## src/rtl/refill_pkg.sv

```systemverilog
package refill_pkg;

   // Controller states; GAP and REST are only entered in conservative timing.
   typedef enum logic [2:0] {
      RF_IDLE   = 3'd0,
      RF_LINE   = 3'd1,
      RF_SINGLE = 3'd2,
      RF_GAP    = 3'd3,
      RF_REST   = 3'd4
   } rf_state_e;

   // Number of low address bits covered by one data word.
   function automatic int unsigned byte_bits(input int unsigned dw);
      return $clog2(dw / 8);
   endfunction

endpackage

```

## src/rtl/refill_addr_gen.sv

```systemverilog
module refill_addr_gen #(
   parameter int unsigned AW    = 32,
   parameter int unsigned DW    = 32,
   parameter int unsigned WORDS = 4
) (
   input  logic          clk,
   input  logic          rst_n,
   input  logic          load_line,
   input  logic          load_single,
   input  logic [AW-1:0] req_addr,
   input  logic          step,
   output logic [AW-1:0] adr
);
   import refill_pkg::*;

   localparam int unsigned BYTES    = DW / 8;
   localparam int unsigned BYTE_OFF = byte_bits(DW);
   localparam int unsigned LINE_OFF = BYTE_OFF + $clog2(WORDS);
   localparam logic [AW-1:0] LINE_MASK = {{(AW-LINE_OFF){1'b1}}, {LINE_OFF{1'b0}}};
   localparam logic [AW-1:0] WORD_MASK = {{(AW-BYTE_OFF){1'b1}}, {BYTE_OFF{1'b0}}};
   localparam logic [AW-1:0] STRIDE    = AW'(BYTES);

   logic [AW-1:0] adr_q;

   // A line starts at its aligned base; a single read at its aligned word.
   always_ff @(posedge clk or negedge rst_n) begin
      if (!rst_n) begin
         adr_q <= '0;
      end else if (load_line) begin
         adr_q <= req_addr & LINE_MASK;
      end else if (load_single) begin
         adr_q <= req_addr & WORD_MASK;
      end else if (step) begin
         adr_q <= adr_q + STRIDE;
      end
   end

   assign adr = adr_q;

endmodule

```

## src/rtl/refill_beat_ctr.sv

```systemverilog
module refill_beat_ctr #(
   parameter int unsigned WORDS = 4
) (
   input  logic                       clk,
   input  logic                       rst_n,
   input  logic                       clear,
   input  logic                       step,
   output logic [$clog2(WORDS)-1:0]   idx,
   output logic                       last
);
   localparam int unsigned IDX_W = $clog2(WORDS);
   localparam logic [IDX_W-1:0] LAST_IDX = IDX_W'(WORDS - 1);

   logic [IDX_W-1:0] cnt_q;

   always_ff @(posedge clk or negedge rst_n) begin
      if (!rst_n) begin
         cnt_q <= '0;
      end else if (clear) begin
         cnt_q <= '0;
      end else if (step) begin
         cnt_q <= cnt_q + IDX_W'(1);
      end
   end

   assign idx  = cnt_q;
   assign last = (cnt_q == LAST_IDX);

endmodule

```

## src/rtl/refill_ctrl.sv

```systemverilog
module refill_ctrl #(
   parameter bit FAST_MODE = 1'b0
) (
   input  logic clk,
   input  logic rst_n,
   input  logic miss_req,
   input  logic single_req,
   input  logic beat,
   input  logic bus_err,
   input  logic last,
   output logic load_line,
   output logic load_single,
   output logic cyc,
   output logic stb,
   output logic in_line,
   output logic busy
);
   import refill_pkg::*;

   rf_state_e st_q, st_d;
   rf_state_e after_beat;   // state following a non-final line beat
   rf_state_e after_end;    // state following the end of any transfer

   // Timing variant: conservative drops strobe between beats and rests after
   // each transfer; fast keeps strobe up and returns straight to idle.
   generate
      if (FAST_MODE) begin : g_fast
         assign after_beat = RF_LINE;
         assign after_end  = RF_IDLE;
      end else begin : g_slow
         assign after_beat = RF_GAP;
         assign after_end  = RF_REST;
      end
   endgenerate

   always_comb begin
      st_d        = st_q;
      load_line   = 1'b0;
      load_single = 1'b0;
      unique case (st_q)
         RF_IDLE: begin
            if (miss_req) begin
               load_line = 1'b1;
               st_d      = RF_LINE;
            end else if (single_req) begin
               load_single = 1'b1;
               st_d        = RF_SINGLE;
            end
         end
         RF_LINE: begin
            if (bus_err) begin
               st_d = after_end;
            end else if (beat) begin
               st_d = last ? after_end : after_beat;
            end
         end
         RF_SINGLE: begin
            if (bus_err || beat) begin
               st_d = after_end;
            end
         end
         RF_GAP:  st_d = RF_LINE;
         RF_REST: st_d = RF_IDLE;
         default: st_d = RF_IDLE;
      endcase
   end

   always_ff @(posedge clk or negedge rst_n) begin
      if (!rst_n) begin
         st_q <= RF_IDLE;
      end else begin
         st_q <= st_d;
      end
   end

   assign stb     = (st_q == RF_LINE) || (st_q == RF_SINGLE);
   assign cyc     = stb || (st_q == RF_GAP);
   assign in_line = (st_q == RF_LINE) || (st_q == RF_GAP);
   assign busy    = (st_q != RF_IDLE);

endmodule

```

## src/rtl/refill_engine.sv

```systemverilog
module refill_engine #(
   parameter int unsigned AW        = 32,
   parameter int unsigned DW        = 32,
   parameter int unsigned WORDS     = 4,
   parameter bit          FAST_MODE = 1'b0,
   localparam int unsigned IDX_W    = $clog2(WORDS)
) (
   input  logic             clk,
   input  logic             rst_n,
   input  logic             miss_req,
   input  logic [AW-1:0]    miss_addr,
   input  logic             single_req,
   input  logic [AW-1:0]    single_addr,
   input  logic             wb_ack,
   input  logic             wb_err,
   input  logic [DW-1:0]    wb_dat_i,
   output logic             wb_cyc,
   output logic             wb_stb,
   output logic [AW-1:0]    wb_adr,
   output logic             word_valid,
   output logic [IDX_W-1:0] word_idx,
   output logic             word_line,
   output logic [DW-1:0]    word_data,
   output logic             line_done,
   output logic             xfer_err,
   output logic             busy
);

   // Elaboration-time parameter checks.
   generate
      if (WORDS < 2 || (WORDS & (WORDS - 1)) != 0) begin : g_bad_words
         $error("refill_engine: WORDS must be a power of two of at least 2");
      end
      if (DW < 8 || (DW & (DW - 1)) != 0) begin : g_bad_dw
         $error("refill_engine: DW must be a power of two of at least 8");
      end
      if (AW <= IDX_W + $clog2(DW / 8)) begin : g_bad_aw
         $error("refill_engine: AW too narrow for one line");
      end
   endgenerate

   logic load_line, load_single, in_line, last, beat, bus_err;
   logic [AW-1:0] req_addr;

   // A beat is an acknowledged strobe that is not also an error.
   assign beat    = wb_stb & wb_ack & ~wb_err;
   assign bus_err = wb_stb & wb_err;
   assign req_addr = miss_req ? miss_addr : single_addr;

   refill_ctrl #(
      .FAST_MODE (FAST_MODE)
   ) u_ctrl (
      .clk         (clk),
      .rst_n       (rst_n),
      .miss_req    (miss_req),
      .single_req  (single_req),
      .beat        (beat),
      .bus_err     (bus_err),
      .last        (last),
      .load_line   (load_line),
      .load_single (load_single),
      .cyc         (wb_cyc),
      .stb         (wb_stb),
      .in_line     (in_line),
      .busy        (busy)
   );

   refill_addr_gen #(
      .AW    (AW),
      .DW    (DW),
      .WORDS (WORDS)
   ) u_addr (
      .clk         (clk),
      .rst_n       (rst_n),
      .load_line   (load_line),
      .load_single (load_single),
      .req_addr    (req_addr),
      .step        (beat & in_line),
      .adr         (wb_adr)
   );

   refill_beat_ctr #(
      .WORDS (WORDS)
   ) u_beat (
      .clk   (clk),
      .rst_n (rst_n),
      .clear (load_line | load_single),
      .step  (beat & in_line),
      .idx   (word_idx),
      .last  (last)
   );

   assign word_valid = beat;
   assign word_line  = in_line;
   assign word_data  = wb_dat_i;
   assign line_done  = beat & in_line & last;
   assign xfer_err   = bus_err;

endmodule

```

## config.mk

```make
export PLATFORM = sky130hd
export DESIGN_NAME = refill_engine
export DESIGN_NICKNAME = d
export VERILOG_FILES = /design/src/rtl/refill_pkg.sv /design/src/rtl/refill_addr_gen.sv /design/src/rtl/refill_beat_ctr.sv /design/src/rtl/refill_ctrl.sv /design/src/rtl/refill_engine.sv
export SDC_FILE = /design/constraint.sdc
export NUM_CORES = 1
export LEC_CHECK = 0
export BUFFER_PORTS_ARGS = -buffer_cell sky130_fd_sc_hd__buf_2
export CAP_MARGIN = 0
export CORE_MARGIN = 2
export CORE_UTILIZATION = 47
export CTS_BUF_LIST = sky130_fd_sc_hd__clkbuf_16
export DETAILED_ROUTE_END_ITERATION = 8
export PLACE_DENSITY = 0.89
export SYNTH_ARGS = -nofsm -noshare
export SYNTH_HDL_FRONTEND = slang
export SYNTH_SLANG_ARGS = --single-unit
```

## constraint.sdc

```tcl
create_clock -name clk -period 3.1 [get_ports clk]
set_input_delay 0.31 -clock clk [delete_from_list [all_inputs] [get_ports clk]]
set_output_delay 0.31 -clock clk [all_outputs]
set_load 0.05 [all_outputs]
```

== After elaboration in Yosys (flattened, before gate mapping) ==
Cells that the tools add are included.

* Register bits: 37
* Input port bits: 102
* Output and inout bits: 73
* Word-level logic and storage cells: 46

* Add/subtract/negate cells: 2
* Equal/unequal tests: 7
* Multiplexer cells: 18
* Bitwise gates (word level): 7
* Reductions and logical operators: 9

{| class="wikitable"
|+ Operators by type and width
! cell !! count
|-
| $mux W32 || 4
|-
| $add A32 B3 Y32 const B || 1
|-
| $mux W3 || 6
|-
| $pmux W3 S4 || 1
|-
| $eq A3 B2 Y1 const B || 2
|-
| $reduce_bool A3 Y1 || 2
|-
| $and A1 B1 Y1 || 5
|-
| $mux W1 || 5
|-
| $logic_or A1 B1 Y1 || 4
|-
| $mux W2 || 2
|-
| $eq A3 B1 Y1 const B || 1
|-
| $logic_not A3 Y1 || 1
|-
| $ne A3 B2 Y1 const B || 1
|-
| $ne A3 B3 Y1 const B || 1
|-
| $reduce_and A3 Y1 || 1
|-
| $add A2 B1 Y2 const B || 1
|-
| $eq A2 B2 Y1 const B || 1
|-
| $ne A2 B1 Y1 const B || 1
|-
| $reduce_bool A2 Y1 || 1
|-
| $not A1 Y1 || 1
|-
| $or A1 B1 Y1 || 1
|}

== Depth between registers and ports, before layout ==
Gate-level depths: netlist of the first run.

* Depth after elaboration: 8
* Mapped depth: 6
* Gate-level depth less buffers: 5

== Modules after synthesis ==
From an unflattened synthesis of the first run, not the netlist that was laid out.

* Cells, all modules: 308
* Area total of the unflattened synthesis: 2886.5 um^2

{| class="wikitable"
|+ By module, submodules not included
! module !! instances !! cells each !! area each (um^2) !! seq. area each (um^2)
|-
| refill_addr_gen || 1 || 203 || 1774.2 || 750.7
|-
| refill_engine || 1 || 74 || 820.8 || 0.0
|-
| refill_ctrl || 1 || 24 || 202.7 || 75.1
|-
| refill_beat_ctr || 1 || 7 || 88.8 || 50.0
|}

== Least setup slack after synthesis of the first run ==
Ideal clock, no wire load.

* Kind: reg-to-reg
* Start point: register u_ctrl.st_q[2]
* End point: register u_addr.adr_q[8], in the netlist u_addr.adr[8]
* Setup time: 0.124 ns
* Arrival time: 2.303 ns
* Required time: 2.976 ns
* Slack: 0.673 ns
* Cell stages (with the launch flop): 7
* Buffers on the path: 1
* Period minus slack after synthesis: 2.427 ns
* Cell sequence: dfrtp_1 buf_2 nor3_1 clkinv_1 o22ai_1 o21ai_0 a211o_1

* Word-level cells in the longest chain between the ends: 6
* Elaborated cells on any way between the ends: 14
* Those cells by class: eq/ne: 3; mux: 4; bitwise: 3; reduce/logical: 4

{| class="wikitable"
|+ RTL lines
! element !! line !! RTL
|-
| start: declaration || refill_ctrl.sv:20 || <nowiki>rf_state_e st_q, st_d;</nowiki>
|-
| start signal: assignment || refill_ctrl.sv:72 || <nowiki>st_q <= st_d;</nowiki>
|-
| $eq A3 B1 Y1 / $eq A3 B2 Y1 (equally long branches) || refill_ctrl.sv:76, refill_ctrl.sv:78 ||
|-
| $logic_or A1 B1 Y1 || refill_ctrl.sv:76 || <nowiki>assign stb = (st_q == RF_LINE) || (st_q == RF_SINGLE);</nowiki>
|-
| $and A1 B1 Y1 (2 in a row) || refill_engine.sv:46 || <nowiki>assign beat = wb_stb & wb_ack & ~wb_err;</nowiki>
|-
| $and A1 B1 Y1 || refill_engine.sv:78 || <nowiki>.step (beat & in_line),</nowiki>
|-
| $reduce_bool A3 Y1 (no line) || - ||
|-
| end signal: assignment || refill_addr_gen.sv:30 || <nowiki>adr_q <= req_addr & LINE_MASK;</nowiki>
|-
| end signal: assignment || refill_addr_gen.sv:32 || <nowiki>adr_q <= req_addr & WORD_MASK;</nowiki>
|-
| end signal: assignment || refill_addr_gen.sv:34 || <nowiki>adr_q <= adr_q + STRIDE;</nowiki>
|-
| end: declaration || refill_addr_gen.sv:23 || <nowiki>logic [AW-1:0] adr_q;</nowiki>
|}

Parallel ways exist; a longest one is shown, timed or not.
A chain may end at the register's enable or synchronous reset.

== Final worst setup path of the first run ==
* Start point: register u_addr.adr_q[12], in the netlist u_addr.adr[12]
* End point: register u_addr.adr_q[31], in the netlist u_addr.adr[31]

* Word-level cells in the longest chain between the ends: 4

{| class="wikitable"
|+ RTL lines
! element !! line !! RTL
|-
| $add A32 B3 Y32 || refill_addr_gen.sv:34 ||
|-
| $mux W32 || refill_addr_gen.sv:33 || <nowiki>end else if (step) begin</nowiki>
|-
| $mux W32 || refill_addr_gen.sv:31 || <nowiki>end else if (load_single) begin</nowiki>
|-
| $mux W32 || refill_addr_gen.sv:29 || <nowiki>end else if (load_line) begin</nowiki>
|}

Every way passes these cells. The select of a mux whose other input is x is not followed.

==> run summary, run 1 <==
outcome: completed
Buf/Inv on CP: 0
Max Clk Rate: 412.8 MHz
simple-gate share of the synthesized area: 28.35%
Min-Delay Path Class: input port to async pin
Yosys cell types: 55
Initial Utilization: 47.96%
WS Path Type: flip-flop to flip-flop
pwr dens: 1169 mW/mm^2
WP data required: 3300 ps
internal power: 0.001674 W
CTS Buf Count: 5
# nets final: 507
proportion of synthesized area in mux cells: 1.884%
yosys warns: 0
sink count of the clock tree: 35
EDFF count, synth: 0
commonest non-fill, non-tap cell in the layout: buf_2
clk buf depth: 2
clock latency at the later pin of the worst-skew pair: 290 ps
GRT overflow: 0
worst-path maximum fanout: 14
Layout area overhead: 17.59%
top_reg_cell synth: dfrtp_1
die area: 0.006566 mm^2
Worst Tran Pin Value: 803.5 ps
CTS resizes: 0
peak supply drop: 759.8 uV
TritonRoute pass-1 iters: 4
Worst path slowest cell: or4_1
count of final setup violators: 0
Synth async-reset ratio: 100.0%
Filler cells: 553
switching portion of total power: 56.32%
Total Power: 0.003832 W
max_cap viols: 0
Multi-input gate area: 0.001560 mm^2
Gate power share: 58.7%
Final period util: 78.15%
Wirelength per Cell: 16.76 um
post-route ant nets: 0
DR vias/cell: 6.113
Port Buffers: 102
mean post-synth cell area: 8.203 um^2
compound-gate portion of the synthesized area: 22.88%
vias in the first global route: 2738
io pins: 175
leakage: 1.379 nW
die span in x: 81.03 um
register area share after synthesis: 31.40%
Die Y: 81.03 um
main combinational cell family by area after synthesis: simple AND/OR/NAND/NOR gates
Post-Synth Adder-Cell Area: 0.8973%
CP top delay family: simple AND/OR/NAND/NOR gates
HPWL after DPL: 5954 um
drt total wl: 8026 um
Synth Area in XOR/XNOR: 1.256%
first-pass GRT wire length: 12630 um
FF/Latch Area: 875.8 um^2
DRC Markers: 0
Iter 0 DRT Violations: 245
final std cells w/o fill: 479
largest net degree at the start of global routing: 38
part of the power in registers: 26.3%
crit path time final: 2423 ps
CP arrival: 2630 ps
Final Hold Vio Count: 0
Post-CTS Setup Bufs: 0
RSZ-0062 raised after global routing: no
CTS tree: built
post-synthesis cell area: 0.002789 mm^2
via count: 2928
Core Region: 0.005816 mm^2
Slew HR: 46.43%
Slew Limit Fails: 0
Sw Pwr: 0.002158 W
initial antenna violation count: 0
clock power share: 15.0%
most frequent cells in the layout: buf_2, dfrtp_1, nor2b_1
# rows: 28
Core Util, Final: 56.39%
CP cell instances: nand4_1, or4_1, nor4_1, mux2i_1
CTS H-tree depth: 2
routability-driven placement congestion ratio: 0.9265
clk slew on worst S/H paths: 60 ps
GRT Util Overall: 24.54%
CP endpoint kind: flip-flop
Setup TNS: 0 ps
layout cells sized above 1: 29.46%
Cells after Synth: 340
CP peak stage delay: 780 ps
placed cells: 471
Seq cells post-synth: 35
clock skew: 6.489 ps
hold_buf cts: 0
Startpoint Class: flip-flop
Root Driver: clkbuf_16
antenna cells: 0
layout make-up:
type	count	share of cell area [%]
clock buffers	5	3.815
clock inverters	3	1.183
inverters	12	1.374
multi-input cells	243	47.58
flip-flops and latches	35	26.71
well taps	75	2.861
repair buffers	106	16.48
logic make-up after synthesis:
| logic type | after synthesis |
|---|---|
| adders and majority gates | 2 |
| other | 1 |
| muxes | 5 |
| buffers and inverters | 63 |
| xor gates and xnor gates | 4 |
| DFF | 35 |
| and+or+nand+nor | 136 |
| AOI/OAI and AO/OA | 94 |
routing by layer:
layer | vias to the layer above | part of all wire, % | track usage (%)
met1 | 1385 | 41 | 29.30
met5 | - | 0 | 0
met3 | 26 | 8.6 | 5.333
li1 | 1379 | - | -
met2 | 138 | 49 | 42.73
met4 | 0 | 1.8 | 10.00
sequential cells by signal (all words and copies together) (netlist names):
signal / flops
u_ctrl.st_q: 3
u_addr.adr: 30
u_beat.idx: 2
stage by stage:
step | hold slack, ps | instance area (um^2) | setup slack (ps)
after CTS | 146.9 | 3279 | 756.8
after floorplan | 14.41 | 2793 | 672.7
after global routing | 185.5 | 3279 | 622.2
after global placement | 434.5 | 3115 | 861.8
after detailed placement | 441.7 | 3115 | 761.6
final | 117.4 | 3279 | 677.4
power groups by stage:
stage	clock network (W)	registers (W)	logic [W]
floorplan	0	0.00161	0.00113
global placement	0	0.000984	0.00220
detailed placement	0	0.00100	0.00225
CTS	0.000579	0.000996	0.00225
global route	0.000600	0.00105	0.00241
finish	0.000574	0.00101	0.00225
Yosys cell counts, drive strengths merged, types with 9 or more instances:
cell    instances  area (um^2)
o21ai          13        65.06
a211oi         22        165.2
dfrtp          35        875.8
inv            11        41.29
nand4           9        56.30
nor2b          27        168.9
nand2          19        71.32
a31oi          18        112.6
nor2           14        52.55
or4             9        71.32
clkbuf         13        48.80
nand3          13        65.06
a21oi          10        50.05
buf            38        274.0
final timing paths:
kind / startpoint / endpoint / slack, ps / cells after the start
max reg2reg: u_addr.adr[12]$_DFFE_PN0P_ / u_addr.adr[31]$_DFFE_PN0P_ / 680 / 4
min in group clk: single_addr[2] / u_addr.adr[2]$_DFFE_PN0P_ / 250 / 3
min reg2reg: u_beat.idx[1]$_DFFE_PN0P_ / u_beat.idx[1]$_DFFE_PN0P_ / 540 / 2
min: rst_n / u_beat.idx[0]$_DFFE_PN0P_ / 120 / 1
max: u_addr.adr[12]$_DFFE_PN0P_ / u_addr.adr[31]$_DFFE_PN0P_ / 680 / 4
max in group asynchronous: rst_n / u_addr.adr[15]$_DFFE_PN0P_ / 2480 / 1
No activity file was read; power rests on OpenSTA's default activity.
==> run 2, diff against run 1 <==
--- a/config.mk
+++ b/config.mk
@@ -5,13 +5,14 @@
 export SDC_FILE = /design/constraint.sdc
 export NUM_CORES = 1
 export LEC_CHECK = 0
+export ABC_AREA = 1
 export BUFFER_PORTS_ARGS = -buffer_cell sky130_fd_sc_hd__buf_2
 export CAP_MARGIN = 0
 export CORE_MARGIN = 2
-export CORE_UTILIZATION = 47
+export CORE_UTILIZATION = 45
 export CTS_BUF_LIST = sky130_fd_sc_hd__clkbuf_16
 export DETAILED_ROUTE_END_ITERATION = 8
-export PLACE_DENSITY = 0.89
+export PLACE_DENSITY = 0.83
 export SYNTH_ARGS = -nofsm -noshare
 export SYNTH_HDL_FRONTEND = slang
 export SYNTH_SLANG_ARGS = --single-unit
==> constraint.sdc (replaced) <==
create_clock -name clk -period 2.25 [get_ports clk]
set_input_delay 0.225 -clock clk [delete_from_list [all_inputs] [get_ports clk]]
set_output_delay 0.225 -clock clk [all_outputs]
set_load 0.05 [all_outputs]
==> run 2 against run 1 <==
Effect of this change:
- clock power rose by 14%
- setup slack worse by 450 ps
- final area grew 9.2%
- non-clock buffer count rose by 4
- global-route usage fell by 0.38 points
- largest cell class unchanged
- critical path type is now flip-flop to primary output
- first-iteration DRC count down 45%
==> run summary, run 2 <==
count of final setup violators: 0
yosys warns: 0
FF-to-FF End: u_addr.adr[23]$_DFFE_PN0P_
WP data required: 2030 ps
Cells after Synth: 471
EDFF count, synth: 0
die area: 0.007655 mm^2
R2R setup slack: 240 ps
# rows: 30
Min-Delay Path Class: input port to async pin
Synth async-reset ratio: 100.0%
register area share after synthesis: 27.92%
RSZ-0062 raised after global routing: no
max FFs per register: 30
TritonRoute pass-1 iters: 6
Max Clk Rate: 493.6 MHz
Worst Tran Pin Value: 813.3 ps
Hold Slack: 35.17 ps
CTS resizes: 0
worst-path maximum fanout: 13
reg2reg start: u_ctrl.st_q[1]$_DFFE_PN0P_
Final period util: 90.05%
post-route ant nets: 0
# nets final: 644
via count: 3249
CP cell instances: nor2_1, nand2_1, nand2_4, nand4_4, nor2_1, buf_2
CP endpoint kind: primary output
Yosys cell types: 37
drt total wl: 8781 um
most frequent cells in the layout: nand2_1, buf_2, nor2_1
DRC Markers: 0
placed inst area: 0.003446 mm^2
CTS H-tree depth: 2
leakage: 1.888 nW
Root Driver: clkbuf_16
max_cap viols: 0
DR vias/cell: 5.240
Seq cells post-synth: 35
most used cell, CP: nor2_1
Core Region: 0.006756 mm^2
final std cells w/o fill: 620
Die Y: 87.49 um
routability-driven placement congestion ratio: 0.9381
Port Buffers: 104
cell taking the most area after synthesis: dfrtp_1
area share of the largest cell type after synthesis: 27.92%
post-synthesis cell area: 0.003137 mm^2
CP peak stage delay: 390 ps
top-count cell post-synth: nand2_1
CP arrival: 1800 ps
simple-gate share of the synthesized area: 38.57%
Slew Limit Fails: 0
CTS Buf Count: 5
die span in x: 87.49 um
vias in the first global route: 3173
Setup TNS: 0 ps
GRT overflow: 0
top cells by area, synth: dfrtp_1, nand2_1, buf_4
GRT Util Overall: 24.16%
outcome: completed
peak supply drop: 704.7 uV
top_reg_cell synth: dfrtp_1
Slew HR: 45.78%
Worst path slowest cell: dfrtp_1
Iter 0 DRT Violations: 134
commonest non-fill, non-tap cell in the layout: nand2_1
Post-Synth Adder-Cell Area: 0.7978%
crit path time final: 2026 ps
Final Hold Vio Count: 0
placed cells: 613
Synth Area in XOR/XNOR: 2.234%
Core Util, Final: 52.98%
Wirelength per Cell: 14.16 um
initial antenna violation count: 0
clock skew: 9.286 ps
hold_buf cts: 0
Layout area overhead: 14.12%
crit path from: u_ctrl.st_q[1]$_DFFE_PN0P_
clk buf depth: 2
Register-to-Register Path Depth: 9
main combinational cell family by area after synthesis: simple AND/OR/NAND/NOR gates
antenna cells: 0
compound-gate portion of the synthesized area: 9.852%
mean post-synth cell area: 6.660 um^2
Initial Utilization: 46.43%
first-pass GRT wire length: 14600 um
Startpoint Class: flip-flop
sink count of the clock tree: 35
pwr dens: 1431 mW/mm^2
HPWL after DPL: 6595 um
Post-CTS Setup Bufs: 0
CP endpoint: line_done
largest net degree at the start of global routing: 36
Design Area, Final: 0.003580 mm^2
Filler cells: 670
WS Path Type: flip-flop to primary output
commonest cells in the netlist: nand2_1, nor2_1, inv_1, nand3_1, buf_4
layout cells sized above 1: 25.19%
clk slew on worst S/H paths: 50 ps
io pins: 175
clock latency at the later pin of the worst-skew pair: 280 ps
proportion of synthesized area in mux cells: 3.191%
CTS tree: built
==> run 2: changes by cell type in the layout (fill, tap and decap cells not counted), sizes merged, moves of 21 or more <==
cell	previous run	this run
nor2b	27	0
nand2	19	141
a211oi	22	1
inv	11	48
nor2	14	60
nand3	13	41
==> run 2: worst max-delay path: cells and delay by family, from the launching register on <==
kind	cells	cell delay, ps
buf+inv	1	280
simple gates	5	850
flops	1	390
==> run 2: cells by family after synthesis <==
kind of cell | after synthesis
compound gates | 53
flops | 35
fa+ha+maj | 2
simple gates | 265
xor+xnor | 8
other cells | 1
buf+inv | 97
mux | 10
==> run 2: worst min path at each step <==
stage	start	endpoint	slack (ps)	cells after the start
final	rst_n	u_ctrl.st_q[1]$_DFFE_PN0P_	40	1
after floorplan	rst_n	u_addr.adr[10]$_DFFE_PN0P_	-70	0
after global routing	rst_n	u_addr.adr[26]$_DFFE_PN0P_	110	1
after CTS	rst_n	u_addr.adr[2]$_DFFE_PN0P_	70	1
after detailed placement	rst_n	u_ctrl.st_q[1]$_DFFE_PN0P_	370	1
after global placement	rst_n	u_ctrl.st_q[1]$_DFFE_PN0P_	360	1
==> run 2: where the power goes <==
part	internal (W)	switching, W	leakage (nW)	total (W)
clock	0.000398	0.000258	0.0671	0.000655
sequential	0.000919	0.000373	0.430	0.00129
combinational	0.000829	0.00235	1.39	0.00317
==> run 2: per-layer routing <==
layer	GRT usage, %	up-vias	wire length (um)
met3	5.024	11	581
met2	41.53	132	4392
met1	30.73	1488	3716
met4	6.294	0	89
li1	-	1618	-
met5	0	-	0
==> run 2: through the flow <==
stage	power [W]	setup WS (ps)
6_report	0.005122	223.9
5_1_grt	0.005488	76.21
4_1_cts	0.005135	232.6
3_5_place_dp	0.004461	243.4
3_3_place_gp	0.004370	351.0
2_1_floorplan	0.003865	51.30
==> run 2: cell type report <==
cell class | instances | area, um^2 | area share (%)
clock inverter | 2 | 8.758 | 0.2447
inverter | 48 | 180.2 | 5.033
tap | 80 | 100.1 | 2.796
sequential | 35 | 875.8 | 24.47
clock buffer | 5 | 125.1 | 3.495
multi-input combinational | 340 | 1724 | 48.16
timing repair buffer | 110 | 565.5 | 15.80
